## config.mk

```make
export PLATFORM = sky130hd
export DESIGN_NAME = phy_port_arb
export DESIGN_NICKNAME = d
export VERILOG_FILES = /design/src/rtl/phy_port_arb_pkg.sv /design/src/rtl/phy_arb_hold.sv /design/src/rtl/phy_arb_pick.sv /design/src/rtl/phy_arb_wdog.sv /design/src/rtl/phy_port_arb.sv
export SDC_FILE = /design/constraint.sdc
export NUM_CORES = 1
export LEC_CHECK = 0
export CORE_ASPECT_RATIO = 0.9
export CORE_MARGIN = 10
export CORE_UTILIZATION = 48
export CTS_CLUSTER_SIZE = 12
export DETAILED_ROUTE_END_ITERATION = 10
export DONT_BUFFER_PORTS = 1
export SLEW_MARGIN = 20
export SYNTH_ARGS = -nofsm -noshare
export SYNTH_HDL_FRONTEND = slang
export SYNTH_SLANG_ARGS = --single-unit
```

## constraint.sdc

```tcl
create_clock -name clk -period 2.15 [get_ports clk]
set_input_delay 0.3225 -clock clk [delete_from_list [all_inputs] [get_ports clk]]
set_output_delay 0.3225 -clock clk [all_outputs]
set_load 0.02 [all_outputs]
```

## src/rtl/phy_port_arb_pkg.sv

```systemverilog
package phy_port_arb_pkg;

   typedef enum logic [2:0] {
      ST_QUIET,
      ST_IDLE,
      ST_WRITE,
      ST_TURN,
      ST_READ
   } arb_state_t;

   // requester slots, lower index ranks higher
   localparam int NUM_SRC = 3;
   localparam int SRC_TX  = 0;
   localparam int SRC_CTL = 1;
   localparam int SRC_RX  = 2;

endpackage

```

## src/rtl/phy_arb_hold.sv

```systemverilog
module phy_arb_hold #(
   parameter int HOLD_CYC = 8
) (
   input  logic clk,
   input  logic rst_n,
   output logic hold_done
);

   initial begin
      assert (HOLD_CYC >= 1) else $error("HOLD_CYC must be at least 1");
   end

   generate
      if (HOLD_CYC == 1) begin : g_single
         assign hold_done = 1'b1;
      end else begin : g_count
         localparam int CW = $clog2(HOLD_CYC + 1);
         localparam logic [CW-1:0] LAST = CW'(HOLD_CYC - 1);
         logic [CW-1:0] cnt;

         always_ff @(posedge clk or negedge rst_n) begin
            if (!rst_n)
               cnt <= '0;
            else if (cnt != LAST)
               cnt <= cnt + CW'(1);
         end

         assign hold_done = (cnt == LAST);
      end
   endgenerate

endmodule

```

## src/rtl/phy_arb_pick.sv

```systemverilog
module phy_arb_pick #(
   parameter int N = 3
) (
   input  logic [N-1:0] req,
   output logic [N-1:0] win
);

   initial begin
      assert (N >= 1) else $error("N must be at least 1");
   end

   logic [N:0] taken;
   assign taken[0] = 1'b0;

   generate
      for (genvar i = 0; i < N; i++) begin : g_rank
         assign win[i]     = req[i] & ~taken[i];
         assign taken[i+1] = taken[i] | req[i];
      end
   endgenerate

endmodule

```

## src/rtl/phy_arb_wdog.sv

```systemverilog
module phy_arb_wdog #(
   parameter int LIMIT = 64
) (
   input  logic clk,
   input  logic rst_n,
   input  logic run,
   input  logic clr,
   output logic expire
);

   initial begin
      assert (LIMIT >= 2) else $error("LIMIT must be at least 2");
   end

   localparam int CW = $clog2(LIMIT + 1);
   localparam logic [CW-1:0] LAST = CW'(LIMIT - 1);

   logic [CW-1:0] cnt;

   always_ff @(posedge clk or negedge rst_n) begin
      if (!rst_n)
         cnt <= '0;
      else if (!run || clr)
         cnt <= '0;
      else
         cnt <= cnt + CW'(1);
   end

   assign expire = run && (cnt == LAST);

endmodule

```

## src/rtl/phy_port_arb.sv

```systemverilog
module phy_port_arb
   import phy_port_arb_pkg::*;
#(
   parameter int DATA_W    = 16,
   parameter int RST_HOLD  = 8,
   parameter int ACK_LIMIT = 64
) (
   input  logic              clk,
   input  logic              rst_n,
   input  logic              tx_req,
   input  logic              tx_last,
   input  logic [DATA_W-1:0] tx_data,
   output logic              tx_gnt,
   output logic              tx_word_taken,
   input  logic              ctl_req,
   input  logic [DATA_W-1:0] ctl_data,
   output logic              ctl_gnt,
   output logic              ctl_rd_valid,
   input  logic              rx_req,
   input  logic              rx_last,
   output logic              rx_gnt,
   output logic              rx_valid,
   output logic [DATA_W-1:0] rd_word,
   output logic [DATA_W-1:0] bus_out,
   output logic              bus_oe,
   input  logic [DATA_W-1:0] bus_in,
   output logic              phy_wr_stb,
   output logic              phy_rd_stb,
   input  logic              phy_ack,
   output logic              xfer_timeout
);

   initial begin
      assert (DATA_W >= 1) else $error("DATA_W must be at least 1");
      assert (RST_HOLD >= 1) else $error("RST_HOLD must be at least 1");
      assert (ACK_LIMIT >= 2) else $error("ACK_LIMIT must be at least 2");
   end

   arb_state_t         st, st_d;
   logic [NUM_SRC-1:0] own, own_d;
   logic [NUM_SRC-1:0] req_vec, win_vec;
   logic               hold_done, expire, busy, abort;

   assign req_vec[SRC_TX]  = tx_req;
   assign req_vec[SRC_CTL] = ctl_req;
   assign req_vec[SRC_RX]  = rx_req;

   phy_arb_hold #(.HOLD_CYC(RST_HOLD)) u_hold (
      .clk       (clk),
      .rst_n     (rst_n),
      .hold_done (hold_done)
   );

   phy_arb_pick #(.N(NUM_SRC)) u_pick (
      .req (req_vec),
      .win (win_vec)
   );

   assign busy  = (st == ST_WRITE) || (st == ST_READ);
   assign abort = expire && !phy_ack;

   phy_arb_wdog #(.LIMIT(ACK_LIMIT)) u_wdog (
      .clk    (clk),
      .rst_n  (rst_n),
      .run    (busy),
      .clr    (phy_ack),
      .expire (expire)
   );

   always_comb begin
      st_d  = st;
      own_d = own;
      unique case (st)
         ST_QUIET: if (hold_done) st_d = ST_IDLE;
         ST_IDLE: begin
            if (|win_vec) begin
               own_d = win_vec;
               st_d  = win_vec[SRC_RX] ? ST_READ : ST_WRITE;
            end
         end
         ST_WRITE: begin
            if (phy_ack) begin
               if (own[SRC_CTL]) begin
                  st_d = ST_TURN;
               end else if (!(tx_req && !tx_last)) begin
                  st_d  = ST_IDLE;
                  own_d = '0;
               end
            end else if (abort) begin
               st_d  = ST_IDLE;
               own_d = '0;
            end
         end
         ST_TURN: st_d = ST_READ;
         ST_READ: begin
            if (phy_ack) begin
               if (!(own[SRC_RX] && rx_req && !rx_last)) begin
                  st_d  = ST_IDLE;
                  own_d = '0;
               end
            end else if (abort) begin
               st_d  = ST_IDLE;
               own_d = '0;
            end
         end
         default: begin
            st_d  = ST_IDLE;
            own_d = '0;
         end
      endcase
   end

   always_ff @(posedge clk or negedge rst_n) begin
      if (!rst_n) begin
         st           <= ST_QUIET;
         own          <= '0;
         rd_word      <= '0;
         ctl_rd_valid <= 1'b0;
         rx_valid     <= 1'b0;
         xfer_timeout <= 1'b0;
      end else begin
         st           <= st_d;
         own          <= own_d;
         ctl_rd_valid <= (st == ST_READ) && phy_ack && own[SRC_CTL];
         rx_valid     <= (st == ST_READ) && phy_ack && own[SRC_RX];
         xfer_timeout <= abort;
         if ((st == ST_READ) && phy_ack)
            rd_word <= bus_in;
      end
   end

   assign tx_gnt        = own[SRC_TX];
   assign ctl_gnt       = own[SRC_CTL];
   assign rx_gnt        = own[SRC_RX];
   assign bus_oe        = (st == ST_WRITE);
   assign phy_wr_stb    = (st == ST_WRITE);
   assign phy_rd_stb    = (st == ST_READ);
   assign tx_word_taken = (st == ST_WRITE) && own[SRC_TX] && phy_ack;
   assign bus_out       = !bus_oe ? '0 : (own[SRC_CTL] ? ctl_data : tx_data);

   // ---------------- assertions ----------------
   p_quiet_hold_r1: assert property (@(posedge clk) disable iff (!rst_n)
      (st == ST_QUIET) |-> (!bus_oe && !phy_wr_stb && !phy_rd_stb && !tx_gnt && !ctl_gnt && !rx_gnt))
      else $error("R1 activity during reset hold");

   p_no_preempt_r5: assert property (@(posedge clk) disable iff (!rst_n)
      (tx_gnt && phy_wr_stb && phy_ack && tx_req && !tx_last) |=> (tx_gnt && phy_wr_stb))
      else $error("R5 outgoing burst broken");

   p_rx_burst_r5: assert property (@(posedge clk) disable iff (!rst_n)
      (rx_gnt && phy_rd_stb && phy_ack && rx_req && !rx_last) |=> (rx_gnt && phy_rd_stb))
      else $error("R5 incoming burst broken");

   p_chain_r6: assert property (@(posedge clk) disable iff (!rst_n)
      (ctl_gnt && phy_wr_stb && phy_ack) |=> (ctl_gnt && !phy_wr_stb && !phy_rd_stb) ##1 (ctl_gnt && phy_rd_stb))
      else $error("R6 write/read-back chain broken");

   p_ctl_pulse_r6: assert property (@(posedge clk) disable iff (!rst_n)
      ctl_rd_valid |=> !ctl_rd_valid)
      else $error("R6 read-back valid longer than one cycle");

   p_turn_to_rd_r7: assert property (@(posedge clk) disable iff (!rst_n)
      $rose(phy_rd_stb) |-> !$past(bus_oe))
      else $error("R7 read began without turnaround");

   p_turn_to_wr_r7: assert property (@(posedge clk) disable iff (!rst_n)
      $rose(bus_oe) |-> !$past(phy_rd_stb))
      else $error("R7 write began without turnaround");

   p_wait_ack_r8: assert property (@(posedge clk) disable iff (!rst_n)
      (phy_wr_stb && !phy_ack && !expire) |=> phy_wr_stb)
      else $error("R8 write strobe dropped before acknowledge");

   p_tmo_pulse_r9: assert property (@(posedge clk) disable iff (!rst_n)
      xfer_timeout |=> !xfer_timeout)
      else $error("R9 timeout pulse too long");

   p_tmo_release_r9: assert property (@(posedge clk) disable iff (!rst_n)
      xfer_timeout |-> (!tx_gnt && !ctl_gnt && !rx_gnt && !phy_rd_stb))
      else $error("R9 grant kept after abort");

   p_one_owner_r10: assert property (@(posedge clk) disable iff (!rst_n)
      $onehot0({tx_gnt, ctl_gnt, rx_gnt}))
      else $error("R10 several grants");

   p_stb_excl_r10: assert property (@(posedge clk) disable iff (!rst_n)
      !(phy_wr_stb && phy_rd_stb))
      else $error("R10 both strobes");

endmodule

```

# == Word-level counts from Yosys, hierarchy flattened ==
# Index checks and enable logic that the tools add are counted.
# Widths: inputs -> output; s select.
# op_classes
n_addsub,2
n_mul,0
div,0
n_lt_le_gt_ge,0
n_eq_ne,13
n_shift,0
muxes,21
n_bitwise,6
reduce_logical,22
# op_table
op,n
$mux 3,16
$mux 16,2
$pmux 3 s5,1
$pmux 3 s4,1
$logic_and 1x1->1,10
$ne 3x3->1 const B,3
$add 7x1->7 const B,1
$eq 7x6->1 const B,1
$mux 7,1
$eq 3x2->1 const B,2
$reduce_and 5->1,1
$add 4x1->4 const B,1
$eq 4x3->1 const B,1
$logic_not 1->1,4
$ne 2x2->1 const B,2
$ne 4x3->1 const B,1
$ne 4x4->1 const B,1
$reduce_and 4->1,1
$eq 3x1->1 const B,1
$eq 3x3->1 const B,1
$logic_not 3->1,1
$not 1->1,3
$reduce_and 3->1,1
$reduce_or 3->1,1
other kinds (4),6
# word_totals
reg_bits,36
latchBits,0
ram_bits,0
romBits,0
out_inout_bits,42
memories,0

# == Longest topological paths before layout ==
# Gate-level depths: netlist of run 1.
# depth
ltp_word,7
depth_mapped,6
mapped_depth_nobuf,6

# == By module ==
# Synthesis of run 1 repeated with hierarchy kept, for this count alone.
# hier_totals
hier_cells,182
hier_area_um2,1939.4
# modules_own_cells
mod,instances,cells_each,area_per_inst_um2,seq_area_each_um2
phy_port_arb,1,135,1400.1,625.6
phy_arb_wdog,1,30,316.6,175.2
phy_arb_hold,1,14,196.4,100.1
phy_arb_pick,1,3,26.3,0.0

# == Worst setup path after synthesis of run 1 ==
# Ideal clock, no wire load.
# synth_timing
path_type,reg2out
from,reg own[1]
to,out bus_out[10]
arrival_time_ns,1.398
t_required_ns,1.827
setup_slack_ns,0.430
stages_incl_launch_ff,5
path_buffers,2
cell_sequence,dfrtp_1 > buf_2 > buf_2 > mux2i_1 > nor2_1
# synth_via
elab_chain_len,2
# synth_rtl
item,line_no,text
start: declaration,phy_port_arb.sv:40,"logic [NUM_SRC-1:0] own, own_d;"
start signal: assignment,phy_port_arb.sv:123,own <= own_d;
$mux 16 (2 in a row),phy_port_arb.sv:139,assign bus_out = !bus_oe ? '0 : (own[SRC_CTL] ? ctl_data : tx_data);
end: declaration,phy_port_arb.sv:24,"output logic [DATA_W-1:0] bus_out,"
# Every way passes these cells.

# == Worst setup path after layout of run 1 ==
# layout_timing
from,reg st[0]
to,out tx_word_taken
# layout_via
elab_chain_len,3
# layout_rtl
item,line_no,text
start: declaration,phy_port_arb.sv:39,"arb_state_t st, st_d;"
start signal: assignment,phy_port_arb.sv:122,st <= st_d;
$eq 3x2->1,n/a,
named net bus_oe,phy_port_arb.sv:25,"output logic bus_oe,"
$logic_and 1x1->1 (2 in a row),phy_port_arb.sv:138,assign tx_word_taken = (st == ST_WRITE) && own[SRC_TX] && phy_ack;
end: declaration,phy_port_arb.sv:14,"output logic tx_word_taken,"
# The timed path passes the listed nets, and every way through them passes these cells.

==> run metrics, run 1 <==
status=finished, final reports clean; Max IR drop VDD=0.6159 mV; post-cts resize count=0; P_int=between 1.5 and 2 mW; Hold Path Depth=2; Max Buffers Root-to-Sink=2; crit-path max FO=17; CTS buffer count=5; CTS root buf=clkbuf_8; # fillers=approximately 320; Port Buffers=0; Synthesized Nets=between 200 and 250; Routed WL=4.555 mm; Max stage delay cell, worst path=dfrtp_1; Initial Utilization=50.86%; period utilisation layout=between 90% and 100%; site row count=21; register area=900.9 µm²; Top Ports=98; Post-Place Cells=227; Initial DRC Count=45; post-route ant nets=0; largest area contributor in the netlist=dfrtp_1; Post-CTS Setup Bufs=0; Setup CP Type=flip-flop to output port; Yosys cell types=46; Worst-Margin Slew=about 0.84 ns; Synth Register Bits=36; GPL Wtd Cong=approximately 0.83; DR vias=approximately 1,300; PwrDens=1175 mW/mm²; leak pwr=0.9740 nW; CP bufs+invs=1; multi-input combinational cell area=945.9 µm²; f_max=~0.49 GHz; crit path cell chain=nor2_2 > nand2_4 > inv_2 > and3_1; CTS tree=built; RR Startpoint=own[1]$_DFFE_PN0P_; Final min period=between 2 and 2.5 ns; die height=around 80 µm; syn avg cell area=between 10 and 15 µm²; arrival time worst endpoint=about 1.7 ns; post-synthesis cell count=172; skew final=0.005107 ns; Clock Pin Slew Worst Setup and Hold Paths=roughly 0.07 ns; post-synth design cell area=around 0.0019 mm²; HPWL after DPL=about 3.7 mm; max-slew violations=0; critical path depth=4; share of the synthesized area in the top cell type=46.81%; Yosys Warn Count=0; EDFF count, synth=0; # setup viols final=0; Post-synth top cells=36 x dfrtp_1, 24 x nor2_1, 16 x mux2i_1, 14 x mux2_2, 7 x nand2_1; H-tree level count=2; Die Width=about 87 µm; sw power=slightly above 1 mW; die area=0.006945 mm²; nets=about 250; first-pass GRT wire length=7.265 mm; Worst Setup SP=st[0]$_DFFE_PN0P_; Slew headroom=about 44%; Critical Path RT=~1.8 ns; # Max-Cap Violations=0; Total Neg Setup Slack=0 ns; GRT Resource Usage Total=approximately 13%; First-pass DRT Iterations=4; ant diodes=0; FFs w/ async S/R, synth=100.0%; clock share of power=a little under a fifth; ys flop type=dfrtp_1; RSZ-0062 raised after global routing=no; via count of the first global-routing pass=1,383; hold_sp=tx_req; post-synthesis sequential area ratio=46.81%; Residual DRC=0; Reg power frac=49.8%; Max stage delay on crit path=about 0.48 ns; Final Non-Filler Cells=roughly 240; largest net degree at the start of global routing=37; initial antenna violation count=0; Net Sw Frac=40.54%; CP Launch Type=flip-flop; Layout Utilization=between 50% and 60%; Area growth, synth to finish=13.20%; final hold vios=0; CP endpoint kind=output port; placed cell areas=~0.0021 mm²; most common cell in the synthesized netlist=dfrtp_1; Vias/cell=5.641; layout cells sized above 1=a little over a quarter; Reg2Reg Depth=4; Sink Count=36; WL per Instance=about 19 µm; worst hold-check path type=input pin to flip-flop; Crit path max-delay family=simple AND/OR/NAND/NOR gates; Gate power share=a little under a third; Clk Latency, worst-skew pair=0.28 ns; gr ovfl total=0; finished layout cell area=around 0.0022 mm²; hold buffers post-CTS=2; CORE AREA=roughly 0.0038 mm²; main area contributors after synthesis=dfrtp_1 47%, mux2i_1 8.3%, mux2_2 8.2%, nor2_1 4.7%, mux2_1 1.8%
-- sequential cells by signal, indices dropped and copies added, names as in the netlist --
name / flops
rd_word: 16
u_hold.g_count.cnt: 4
own: 3
u_wdog.cnt: 7
xfer_timeout: 1
rx_valid: 1
st: 3
ctl_rd_valid: 1
-- metrics by stage --
step	power (mW)	setup slack [ns]	hold slack (ns)
after global routing	2.726	0.01073	0.1620
after detailed placement	2.087	0.3735	0.02804
after global placement	2.057	0.4200	0.02804
after floorplan	1.880	0.4298	0.02691
after CTS	2.603	0.09863	0.1626
final	2.558	0.1210	0.1684
-- cell type report --
| type | count | area share [%] |
|---|---|---|
| clock inverter | 1 | 0.3446 |
| inverter | 4 | 0.6893 |
| multi-input combinational | 123 | 43.42 |
| clock buffer | 7 | 3.963 |
| timing repair buffer | 20 | 7.582 |
| sequential | 36 | 41.36 |
| tap | 46 | 2.642 |
-- kinds of logic after synthesis --
kind of cell	count (synthesis)	share of synthesized area (%)
muxes	33	18.27
AOI/OAI and AO/OA	17	7.282
DFF	36	46.81
buffers and inverters	13	4.031
xor gates and xnor gates	6	2.731
adders and majority gates	2	1.300
and+or+nand+nor	65	19.57
-- power groups by stage --
stage          clock network (mW)  logic [mW]  registers (mW)
2_1_floorplan                   0       0.682            1.20
3_3_place_gp                    0       0.769            1.29
3_5_place_dp                    0       0.792            1.30
4_1_cts                     0.507       0.812            1.28
5_1_grt                     0.537       0.873            1.32
6_report                    0.485       0.799            1.27
-- layer usage --
metal	part of all wire (%)	track usage, %	vias to the layer above
li1	-	-	630
met1	38	15.05	628
met2	48	19.99	74
met3	13	6.862	5
met4	1.0	4.693	0
met5	0	0	-
-- placed cells by master (no fill, tap or decap), types with 3 or more instances in the layout --
master / n
nor3_1: 3
xor2_1: 3
nand2_1: 7
mux2_2: 14
nand3_1: 5
xnor2_1: 3
buf_4: 18
and2_1: 4
inv_1: 3
dfrtp_1: 36
nand2b_1: 3
mux2_1: 3
mux2i_1: 16
nor2_1: 24
clkbuf_8: 6
-- path summary, 6_finish.rpt --
| kind | end | slack (ns) |
|---|---|---|
| worst max-delay path | tx_word_taken | 0.12 |
| worst min-delay path | own[0]$_DFFE_PN0P_ | 0.17 |
| worst max register to register | own[0]$_DFFE_PN0P_ | 0.38 |
| worst min register to register | u_wdog.cnt[0]$_DFF_PN0_ | 0.47 |
| max in group asynchronous | u_hold.g_count.cnt[3]$_DFFE_PN0P_ | 1.48 |
| min in group asynchronous | rd_word[5]$_DFFE_PN0P_ | 0.50 |
No activity file was read; power rests on OpenSTA's default activity.
==> run 2: changes to the inputs <==
- CORE_UTILIZATION: 48 -> 25
- clock period: 2.15 -> 2 ns (I/O delays scaled with it)
==> run 2 against run 1 <==
Net effect:
- global-route usage down 4.5 points
- core utilization shrank 27 points
- worst hold slack lost 0.029 ns
- first-iteration DRC count is 33% higher
- final area grew 6.0%
- count of clock-buffer cells in the layout unchanged
- clock skew grew 0.0022 ns
- combinational power increased by 14%
- largest cell class unchanged
==> run metrics, run 2 (synthesis results as in run 1) <==
CP endpoint kind=output port (unchanged); Post-Place Cells=280 (was 227); clock share of power=23.9% (was 19.0%); sw power=1.157 mW (was 1.037 mW); commonest non-fill, non-tap cell in the layout=dfrtp_1 (unchanged); Area growth, synth to finish=20.03% (was 13.20%); RSZ-0062 raised after global routing=no (unchanged); # Max-Cap Violations=0 (unchanged); Worst-Margin Slew=0.4084 ns (was 0.8397 ns); Clk Latency, worst-skew pair=0.29 ns (was 0.28 ns); Net Sw Frac=38.91% (was 40.54%); crit-path max FO=17 (unchanged); H-tree level count=2 (unchanged); Crit path max-delay family=simple AND/OR/NAND/NOR gates (unchanged); CP bufs+invs=1 (unchanged); Port Buffers=0 (unchanged); f_max=around 0.53 GHz; post-route ant nets=0 (unchanged); HPWL after DPL=3.898 mm (was 3.703 mm); # setup viols final=0 (unchanged); GPL Wtd Cong=0.8545 (was 0.8343); Worst Setup SP=st[0]$_DFFE_PN0P_ (unchanged); DR vias=1,359 (was 1,337); Layout Utilization=30.77% (was 57.57%); largest net degree at the start of global routing=37 (unchanged); Initial DRC Count=60 (was 45); CP Launch Type=flip-flop (unchanged); crit path cell chain=nor2_2 > nand2_4 > inv_2 > and3_2 (was nor2_2 > nand2_4 > inv_2 > and3_1); ant diodes=0 (unchanged); skew final=0.007340 ns (was 0.005107 ns); site row count=30 (was 21); status=finished, final reports clean (unchanged); Max Buffers Root-to-Sink=2 (unchanged); Slew headroom=72.77% (was 44.02%); first-pass GRT wire length=7.845 mm (was 7.265 mm); biggest regs=rd_word x16, u_wdog.cnt x7, u_hold.g_count.cnt x4 (unchanged); Reg power frac=45.4% (was 49.8%); CTS tree=built (unchanged); First-pass DRT Iterations=4 (unchanged); P_int=1.816 mW (was 1.521 mW); Max IR drop VDD=0.3542 mV (was 0.6159 mV); Top Ports=98 (unchanged); die area=0.01161 mm² (was 0.006945 mm²); Residual DRC=0 (unchanged); arrival time worst endpoint=1.57 ns (was 1.71 ns); Post-CTS Setup Bufs=0 (unchanged); leak pwr=1.012 nW (was 0.9740 nW); Final min period=1.872 ns; via count of the first global-routing pass=1,520 (was 1,383); worst hold-check path type=input pin to flip-flop (unchanged); nets=251 (was 248); # fillers=778 (was 319); Sink Count=36 (unchanged); Final Non-Filler Cells=290 (was 237); Gate power share=30.7% (was 31.2%); GRT Resource Usage Total=8.517% (was 12.99%); Vias/cell=4.686 (was 5.641); Total Neg Setup Slack=0 ns (unchanged); initial antenna violation count=0 (unchanged); Setup CP Type=flip-flop to output port (unchanged); Die Width=112.5 µm (was 86.74 µm); commonest cells after routing, fill and taps aside=36 x dfrtp_1, 24 x nor2_1, 20 x buf_4 (was 36 x dfrtp_1, 24 x nor2_1, 18 x buf_4); PwrDens=1287 mW/mm² (was 1175 mW/mm²); hold_sp=bus_in[13] (was tx_req); RR Startpoint=u_wdog.cnt[0]$_DFF_PN0_ (was own[1]$_DFFE_PN0P_); Tot Pwr=2.973 mW (was 2.558 mW); max-slew violations=0 (unchanged); CORE AREA=0.007507 mm² (was 0.003784 mm²); max reg flops=16 (unchanged); gr ovfl total=0 (unchanged); layout cells sized above 1=28.35% (was 26.18%); CTS buffer count=5 (unchanged); CTS root buf=clkbuf_8 (unchanged); WL per Instance=17.26 µm (was 19.22 µm); Routed WL=5.004 mm (was 4.555 mm); die height=103.2 µm (was 80.07 µm); Initial Utilization=25.63% (was 50.86%); Critical Path RT=1.70 ns (was 1.83 ns); period utilisation layout=approximately 94%; final hold vios=0 (unchanged); Max stage delay cell, worst path=dfrtp_1 (unchanged); Biggest register=rd_word (unchanged); Max stage delay on crit path=0.50 ns (was 0.48 ns); Clock Pin Slew Worst Setup and Hold Paths=0.08 ns (was 0.07 ns)
==> run 2: worst paths after layout <==
| kind | slack [ns] | endpoint | cells after the start |
|---|---|---|---|
| worst max-delay path | 0.13 | tx_word_taken | 4 |
| worst min-delay path | 0.14 | rd_word[13]$_DFFE_PN0P_ | 1 |
| worst max register to register | 0.36 | own[2]$_DFFE_PN0P_ | 5 |
| worst min register to register | 0.46 | u_wdog.cnt[0]$_DFF_PN0_ | 1 |
| max in group asynchronous | 1.35 | rd_word[2]$_DFFE_PN0P_ | 2 |
| min in group asynchronous | 0.45 | rd_word[12]$_DFFE_PN0P_ | 2 |
==> run 2: metrics by stage <==
step / hold WS (ns) / instance area (µm²) / setup slack [ns]
final: 0.1398 / 2310 / 0.1279
after global routing: 0.1348 / 2310 / 0.009051
after CTS: 0.1278 / 2308 / 0.07150
after detailed placement: 0.005637 / 2152 / 0.3564
after global placement: 0.005590 / 2152 / 0.3921
after floorplan: 0.004409 / 1924 / 0.3023
==> run 2: timing repair <==
action / 4_1_cts / 5_1_grt
gates resized for setup: 0 / 1
setup endpoints to repair: 0 / 1
hold buffers: 2 / 0
endpoints found under the hold margin: 36 / 0
==> run 2: cell type report <==
| type | count | area [µm²] | area share [%] |
|---|---|---|---|
| multi-input cells | 123 | 947.2 | 41.01 |
| flip-flops and latches | 36 | 900.9 | 39.00 |
| repair buffers | 23 | 200.2 | 8.667 |
| well taps | 96 | 120.1 | 5.200 |
| clock buffers | 7 | 96.34 | 4.171 |
| clock inverters | 1 | 30.03 | 1.300 |
| inverters | 4 | 15.01 | 0.6501 |
==> run 2: layer usage <==
metal  vias to the layer above  part of all wire (%)  track usage (%)
met4                         0                   1.4            3.801
met5                         -                     0                0
met2                        86                    44            13.35
met3                         7                    14            5.594
li1                        637                     -                -
met1                       629                    40            8.850
==> run 2: worst reg2reg max path, delay by kind of cell (launching register included) <==
| family | cells | cell delay (ns) |
|---|---|---|
| AOI/OAI and AO/OA | 2 | 0.41 |
| and+or+nand+nor | 2 | 0.55 |
| adders and majority gates | 1 | 0.21 |
| DFF | 1 | 0.37 |
==> run 2: power by group through the flow <==
stage	clock [mW]	combinational, mW	sequential [mW]
2_1_floorplan	0	0.733	1.29
3_3_place_gp	0	0.884	1.37
3_5_place_dp	0	0.903	1.38
4_1_cts	0.747	0.927	1.37
5_1_grt	0.774	1.01	1.39
6_report	0.711	0.911	1.35
